<file path="config.mk">
export PLATFORM = sky130hd
export DESIGN_NAME = irq_entry_seq
export DESIGN_NICKNAME = d
export VERILOG_FILES = /design/src/rtl/irq_entry_pkg.sv /design/src/rtl/irq_entry_arb.sv /design/src/rtl/irq_entry_bank.sv /design/src/rtl/irq_entry_seq.sv
export SDC_FILE = /design/constraint.sdc
export NUM_CORES = 1
export LEC_CHECK = 0
export CAP_MARGIN = 20
export CORE_MARGIN = 4
export CORE_UTILIZATION = 43
export CTS_BUF_LIST = sky130_fd_sc_hd__clkbuf_4 sky130_fd_sc_hd__clkbuf_8 sky130_fd_sc_hd__clkbuf_16
export CTS_CLUSTER_DIAMETER = 40
export CTS_CLUSTER_SIZE = 10
export DETAILED_ROUTE_END_ITERATION = 8
export HOLD_SLACK_MARGIN = 0.02
export PLACE_DENSITY = 0.86
export SETUP_SLACK_MARGIN = 0.15
export SLEW_MARGIN = 30
export SYNTH_ARGS = -nofsm -noshare
export SYNTH_HDL_FRONTEND = slang
export SYNTH_SLANG_ARGS = --single-unit
</file>
<file path="constraint.sdc">
create_clock -name clk -period 3.11 [get_ports clk]
set_clock_uncertainty 0.05 [all_clocks]
set_input_delay 0.4665 -clock clk [delete_from_list [all_inputs] [get_ports clk]]
set_output_delay 0.4665 -clock clk [all_outputs]
set_load 0.01 [all_outputs]
</file>
<file path="src/rtl/irq_entry_pkg.sv">
package irq_entry_pkg;

  typedef enum logic [2:0] {
    ENT_NONE  = 3'd0,
    ENT_RESET = 3'd1,
    ENT_NMI   = 3'd2,
    ENT_MASK  = 3'd3,
    ENT_DEFER = 3'd4
  } entry_kind_e;

endpackage

</file>
<file path="src/rtl/irq_entry_arb.sv">
module irq_entry_arb
  import irq_entry_pkg::*;
#(
  parameter int NSRC = 6,
  localparam int IDXW = (NSRC > 1) ? $clog2(NSRC) : 1
) (
  input  logic              clk,
  input  logic              rst_n,
  input  logic              boundary,
  input  logic              reset_req,
  input  logic              nmi_req,
  input  logic [NSRC-1:0]   irq_req,
  input  logic              psw_id,
  input  logic              psw_np,
  input  logic              pend,
  output entry_kind_e       kind,
  output logic [IDXW-1:0]   src_idx
);

  logic [NSRC-1:0] grant;

  // fixed priority, lowest index first
  genvar gi;
  generate
    for (gi = 0; gi < NSRC; gi++) begin : g_grant
      if (gi == 0) begin : g_first
        assign grant[gi] = irq_req[gi];
      end else begin : g_rest
        assign grant[gi] = irq_req[gi] & ~(|irq_req[gi-1:0]);
      end
    end
  endgenerate

  always_comb begin
    src_idx = '0;
    for (int i = 0; i < NSRC; i++) begin
      if (grant[i]) src_idx = IDXW'(i);
    end
  end

  always_comb begin
    kind = ENT_NONE;
    if (boundary) begin
      if (reset_req)                 kind = ENT_RESET;
      else if (nmi_req && !psw_np)   kind = ENT_NMI;
      else if (nmi_req)              kind = ENT_DEFER;
      else if (!psw_id && |irq_req)  kind = ENT_MASK;
      else if (pend && !psw_np)      kind = ENT_NMI;
    end
  end


  grant_onehot_chk: assert property (@(posedge clk) disable iff (!rst_n)
    $onehot0(grant));


  mask_blocked_chk: assert property (@(posedge clk) disable iff (!rst_n)
    (kind == ENT_MASK) |-> (!psw_id && !reset_req && !nmi_req));


  nmi_np_chk: assert property (@(posedge clk) disable iff (!rst_n)
    (kind == ENT_NMI) |-> !psw_np);

endmodule

</file>
<file path="src/rtl/irq_entry_bank.sv">
module irq_entry_bank
  import irq_entry_pkg::*;
#(
  parameter int          XLEN    = 32,
  parameter logic [15:0] NMI_CAUSE = 16'h0010,
  localparam int         HALF    = XLEN / 2
) (
  input  logic            clk,
  input  logic            rst_n,
  input  entry_kind_e     kind,
  input  logic [XLEN-1:0] pc_in,
  input  logic [XLEN-1:0] psw_in,
  input  logic [XLEN-1:0] mask_vec,
  output logic [XLEN-1:0] fepc,
  output logic [XLEN-1:0] fepsw,
  output logic [XLEN-1:0] eipc,
  output logic [XLEN-1:0] eipsw,
  output logic [XLEN-1:0] ecr,
  output logic            pend
);

  logic [XLEN-1:0] fepc_nx, fepsw_nx, eipc_nx, eipsw_nx, ecr_nx;
  logic            pend_nx;
  logic            nmi_en, mask_en, ecr_en, pend_en;

  assign nmi_en  = (kind == ENT_NMI);
  assign mask_en = (kind == ENT_MASK);
  assign ecr_en  = nmi_en | mask_en | (kind == ENT_RESET);
  assign pend_en = nmi_en | (kind == ENT_RESET) | (kind == ENT_DEFER);

  always_comb begin
    fepc_nx  = pc_in;
    fepsw_nx = psw_in;
    eipc_nx  = pc_in;
    eipsw_nx = psw_in;
    pend_nx  = (kind == ENT_DEFER);
    unique case (kind)
      ENT_RESET: ecr_nx = '0;
      ENT_NMI:   ecr_nx = {{HALF{1'b0}}, ecr[HALF-1:0] | HALF'(NMI_CAUSE)};
      ENT_MASK:  ecr_nx = {ecr[XLEN-1:HALF], mask_vec[HALF-1:0]};
      default:   ecr_nx = ecr;
    endcase
  end

  always_ff @(posedge clk or negedge rst_n) begin
    if (!rst_n) begin
      fepc  <= '0;
      fepsw <= '0;
    end else if (nmi_en) begin
      fepc  <= fepc_nx;
      fepsw <= fepsw_nx;
    end
  end

  always_ff @(posedge clk or negedge rst_n) begin
    if (!rst_n) begin
      eipc  <= '0;
      eipsw <= '0;
    end else if (mask_en) begin
      eipc  <= eipc_nx;
      eipsw <= eipsw_nx;
    end
  end

  always_ff @(posedge clk or negedge rst_n) begin
    if (!rst_n)      ecr <= '0;
    else if (ecr_en) ecr <= ecr_nx;
  end

  always_ff @(posedge clk or negedge rst_n) begin
    if (!rst_n)       pend <= 1'b0;
    else if (pend_en) pend <= pend_nx;
  end


  fepc_save_chk: assert property (@(posedge clk) disable iff (!rst_n)
    (kind == ENT_NMI) |=> (fepc == $past(pc_in) && fepsw == $past(psw_in) && !pend));


  defer_sets_pend_chk: assert property (@(posedge clk) disable iff (!rst_n)
    (kind == ENT_DEFER) |=> (pend && $stable(fepc)));


  ecr_lower_chk: assert property (@(posedge clk) disable iff (!rst_n)
    (kind == ENT_MASK) |=> (ecr[HALF-1:0] == $past(mask_vec[HALF-1:0])));


  reset_ecr_chk: assert property (@(posedge clk) disable iff (!rst_n)
    (kind == ENT_RESET) |=> (ecr == '0 && !pend));


  idle_hold_chk: assert property (@(posedge clk) disable iff (!rst_n)
    (kind == ENT_NONE) |=> ($stable(ecr) && $stable(eipc) && $stable(fepc) && $stable(pend)));

endmodule

</file>
<file path="src/rtl/irq_entry_seq.sv">
module irq_entry_seq
  import irq_entry_pkg::*;
#(
  parameter int          XLEN      = 32,
  parameter int          NSRC      = 6,
  parameter logic [31:0] VEC_BASE  = 32'h80,
  parameter logic [31:0] VEC_STEP  = 32'h10,
  parameter logic [31:0] NMI_VEC   = 32'h10,
  parameter logic [31:0] RST_VEC   = 32'h0,
  parameter logic [31:0] RST_PSW   = 32'h20,
  parameter int          ID_BIT    = 5,
  parameter int          EP_BIT    = 6,
  parameter int          NP_BIT    = 7,
  localparam int         IDXW      = (NSRC > 1) ? $clog2(NSRC) : 1
) (
  input  logic            clk,
  input  logic            rst_n,
  input  logic            boundary,
  input  logic            reset_req,
  input  logic            nmi_req,
  input  logic [NSRC-1:0] irq_req,
  input  logic [XLEN-1:0] pc_in,
  input  logic [XLEN-1:0] psw_in,
  input  logic            np_clear,
  output logic            taken,
  output logic [XLEN-1:0] taken_vec,
  output logic            psw_we,
  output logic [XLEN-1:0] psw_wdata,
  output logic [XLEN-1:0] fepc,
  output logic [XLEN-1:0] fepsw,
  output logic [XLEN-1:0] eipc,
  output logic [XLEN-1:0] eipsw,
  output logic [XLEN-1:0] ecr,
  output logic            nmi_pending
);

  entry_kind_e     kind;
  logic [IDXW-1:0] src_idx;
  logic [XLEN-1:0] mask_vec;
  logic [XLEN-1:0] psw_base;

  irq_entry_arb #(.NSRC(NSRC)) u_arb (
    .clk       (clk),
    .rst_n     (rst_n),
    .boundary  (boundary),
    .reset_req (reset_req),
    .nmi_req   (nmi_req),
    .irq_req   (irq_req),
    .psw_id    (psw_in[ID_BIT]),
    .psw_np    (psw_in[NP_BIT]),
    .pend      (nmi_pending),
    .kind      (kind),
    .src_idx   (src_idx)
  );

  assign mask_vec = XLEN'(VEC_BASE) + XLEN'(src_idx) * XLEN'(VEC_STEP);

  irq_entry_bank #(.XLEN(XLEN), .NMI_CAUSE(NMI_VEC[15:0])) u_bank (
    .clk      (clk),
    .rst_n    (rst_n),
    .kind     (kind),
    .pc_in    (pc_in),
    .psw_in   (psw_in),
    .mask_vec (mask_vec),
    .fepc     (fepc),
    .fepsw    (fepsw),
    .eipc     (eipc),
    .eipsw    (eipsw),
    .ecr      (ecr),
    .pend     (nmi_pending)
  );

  always_comb begin
    psw_base = psw_in;
    if (np_clear) psw_base[NP_BIT] = 1'b0;
  end

  always_comb begin
    taken     = 1'b0;
    taken_vec = '0;
    psw_wdata = psw_base;
    unique case (kind)
      ENT_RESET: begin
        taken     = 1'b1;
        taken_vec = XLEN'(RST_VEC);
        psw_wdata = XLEN'(RST_PSW);
      end
      ENT_NMI: begin
        taken             = 1'b1;
        taken_vec         = XLEN'(NMI_VEC);
        psw_wdata[ID_BIT] = 1'b1;
        psw_wdata[EP_BIT] = 1'b0;
        psw_wdata[NP_BIT] = 1'b1;
      end
      ENT_MASK: begin
        taken             = 1'b1;
        taken_vec         = mask_vec;
        psw_wdata[ID_BIT] = 1'b1;
        psw_wdata[EP_BIT] = 1'b0;
      end
      default: ;
    endcase
  end

  assign psw_we = taken | np_clear;


  taken_needs_boundary_chk: assert property (@(posedge clk) disable iff (!rst_n)
    taken |-> boundary);


  entry_psw_chk: assert property (@(posedge clk) disable iff (!rst_n)
    (taken && !reset_req) |-> (psw_we && psw_wdata[ID_BIT] && !psw_wdata[EP_BIT]));


  npclr_chk: assert property (@(posedge clk) disable iff (!rst_n)
    (np_clear && !taken) |-> (psw_we && !psw_wdata[NP_BIT]));


  pend_take_chk: assert property (@(posedge clk) disable iff (!rst_n)
    (nmi_pending && boundary && !reset_req && !nmi_req && !psw_in[NP_BIT]
     && (psw_in[ID_BIT] || irq_req == '0)) |-> (taken && taken_vec == XLEN'(NMI_VEC)));

endmodule

</file>
==> metrics.txt <==
status=finished clean; clock transition at the registers of the reported paths=about 0.060 ns; total CTS buffers=17; crit end category=primary output; Mapped Area=slightly below 6000 um2; via count=4101; storage element area=3330 um2; final WL=15.5 mm; Syn Area/Cell=14.4 um2; sequential fraction of the synthesis area=0.560; cell family with most CP delay=buffers and inverters; number of max-cap violations=0; CTS tree=done; final antenna-violating net count=0; Initial Utilization=0.443; initial antenna violation count=0; Final period util=0.910; synthesized netlist cell count=413; max-slew violation count=0; Fin. Hold Viols=0; final hold slack=0.429 ns; Critical Path Fanout Max=3; drt wl/cell=around 18 um; footprint of the multi-input gates=between 2000 and 2500 um2; CP dominant cell by count=clkdlybuf4s50_1; Final nets=755; Critical Path Source Type=input pin; maximum clock path buffer count=2; 1st-pass router iterations=4; Power Dens Cells=698 nW/um2; fin crit period=~2.8 ns; share of layout cells above drive strength 1=0.272; R2R setup slack=1.10 ns; Yosys reg bits=133; routability cong.=between 0.9 and 1; core area=~13000 um2; io pins=303; Setup TNS=0 ns; later-pin clock latency in the skew report=0.40 ns; Fmax=353 MHz; max incr delay on CP=0.61 ns; Final setup viols=0; Filler Cell Count=between 900 and 1000; critical path type=input pin to primary output; Max transition margin=0.412; Post-Route Utilization=0.677; antenna cells=0; H-tree levels=4; area grow syn2layout=52.7%; std cell rows=42; first-pass GRT wire length=about 24 mm; Die Width=between 100 and 150 um; arrival time worst endpoint=2.31 ns; # DRC=0; GRT overflow=0; CP Cell Sequence=clkdlybuf4s50_1, nor2_2, buf_4, nand2_1, nor4_2, clkdlybuf4s50_1; worst min path class=flip-flop to flip-flop; vias in the first global route=4311; post-DP HPWL=11.4 mm; Post-CTS Setup Bufs=0; Lkg Pwr=4.11 nW; die height=126 um; largest net degree at the start of global routing=66; DRT iter0 DRCs=~170; Post-synth top flop=dfrtp_1; Num Clock Sinks=133; Root Driver=clkbuf_16; Post-synth EDFFs=0; maximum VDD drop=roughly 380 uV; CP Data Required Time=2.59 ns; Slowest-stage cell, CP=clkdlybuf4s50_1; die area=around 16000 um2; Buf+Inv Stages, Crit Path=3; GRT Resource Usage Total=0.195; routed vias/inst=4.72; asr flop ratio synth=1.00; I/O Buffers=246; RSZ-0062 raised after global routing=no; Yosys warning count=0; Least-Margin Pin Slew=approximately 0.88 ns; Synth cell types=33
[cell usage in the layout, fill, tap and decap left out, types with 3 or more instances in the layout]
cell,n
clkdlybuf4s50_1,235
dfrtp_1,133
mux2_2,78
conb_1,56
mux2_4,47
and2_1,31
buf_4,19
clkbuf_16,17
nand2_1,7
nor2_1,6
inv_1,4
nor3_1,4
clkinv_2,4
dlygate4sd2_1,4
nand2b_1,3
bufinv_16,3
clkinvlp_4,3
buf_2,3
[path summary, 6_finish.rpt]
| check | from | to | cells past startpoint |
|---|---|---|---|
| min in group asynchronous | rst_n | u_bank.eipc[21] | 2 |
| setup reg to reg | u_bank.pend | u_bank.fepsw[11] | 5 |
| setup / recovery | psw_in[5] | taken_vec[5] | 6 |
| hold reg to reg | u_bank.ecr[7] | u_bank.ecr[7] | 1 |
| max in group asynchronous | rst_n | u_bank.fepsw[4] | 3 |
| hold / removal | u_bank.ecr[7] | u_bank.ecr[7] | 1 |
[metal layers]
layer	part of all wire	GRT usage	vias up	wire (um)
li1	-	-	1837	-
met1	0.36	0.216	2021	5670
met2	0.52	0.339	214	8100
met3	0.091	0.0725	29	1420
met4	0.023	0.0746	0	360
met5	0	0	-	0
[flip-flops by register name, indices dropped and copies added, names as in the netlist]
register / cells
u_bank.fepc: 32
u_bank.fepsw: 32
u_bank.pend: 1
u_bank.eipsw: 32
u_bank.ecr: 4
u_bank.eipc: 32
[power breakdown]
part,switching [mW],total [mW],internal (mW)
Sequential,0.237,2.38,2.14
Combinational,0.694,1.92,1.23
Clock,0.765,2.03,1.27
Total,1.70,6.33,4.63
[Yosys cell counts, drive strengths merged (2+ instances only)]
master  number  area share
nand2b       3      0.0032
o21ai        2      0.0017
mux2       125        0.27
clkbuf       4      0.0025
and2        31       0.033
a21o         2      0.0025
dfrtp      133        0.56
o22ai        2      0.0021
nor2b        2      0.0021
inv          4      0.0025
nand2        7      0.0044
nor2         8      0.0051
o31ai        2      0.0048
buf         71       0.090
nor3         4      0.0034
[cells by family after synthesis]
family          count (synthesis)  synth area share
buf+inv                        79            0.0946
other cells                     1          0.000632
simple gates                   60            0.0573
mux                           125             0.267
flops                         133             0.560
compound gates                 15            0.0202
[what timing repair did]
action | in CTS | in global routing
endpoints found under the hold margin | 1 | 0
resized for setup | 19 | 5
pin swaps | 2 | 2
gates cloned | 0 | 0
hold buffers | 1 | 0
setup endpoints to repair | 8 | 6
[cell type report]
| class | count | area share |
|---|---|---|
| well taps | 176 | 0.0243 |
| flip-flops and latches | 133 | 0.367 |
| repair buffers | 267 | 0.289 |
| multi-input cells | 256 | 0.252 |
| clock buffers | 17 | 0.0469 |
| inverters | 4 | 0.00166 |
| clock inverters | 15 | 0.0197 |
[through the flow]
step	power, mW	instance area, um2	std cells	worst slack [ns]
floorplan	3.18	6140	468	0.595
global placement	4.28	8460	835	-0.153
detailed placement	4.34	8460	835	-0.136
CTS	6.40	9060	868	0.0943
global route	6.63	9070	868	0.211
finish	6.33	9070	868	0.279
No activity file was read; power rests on OpenSTA's default activity.
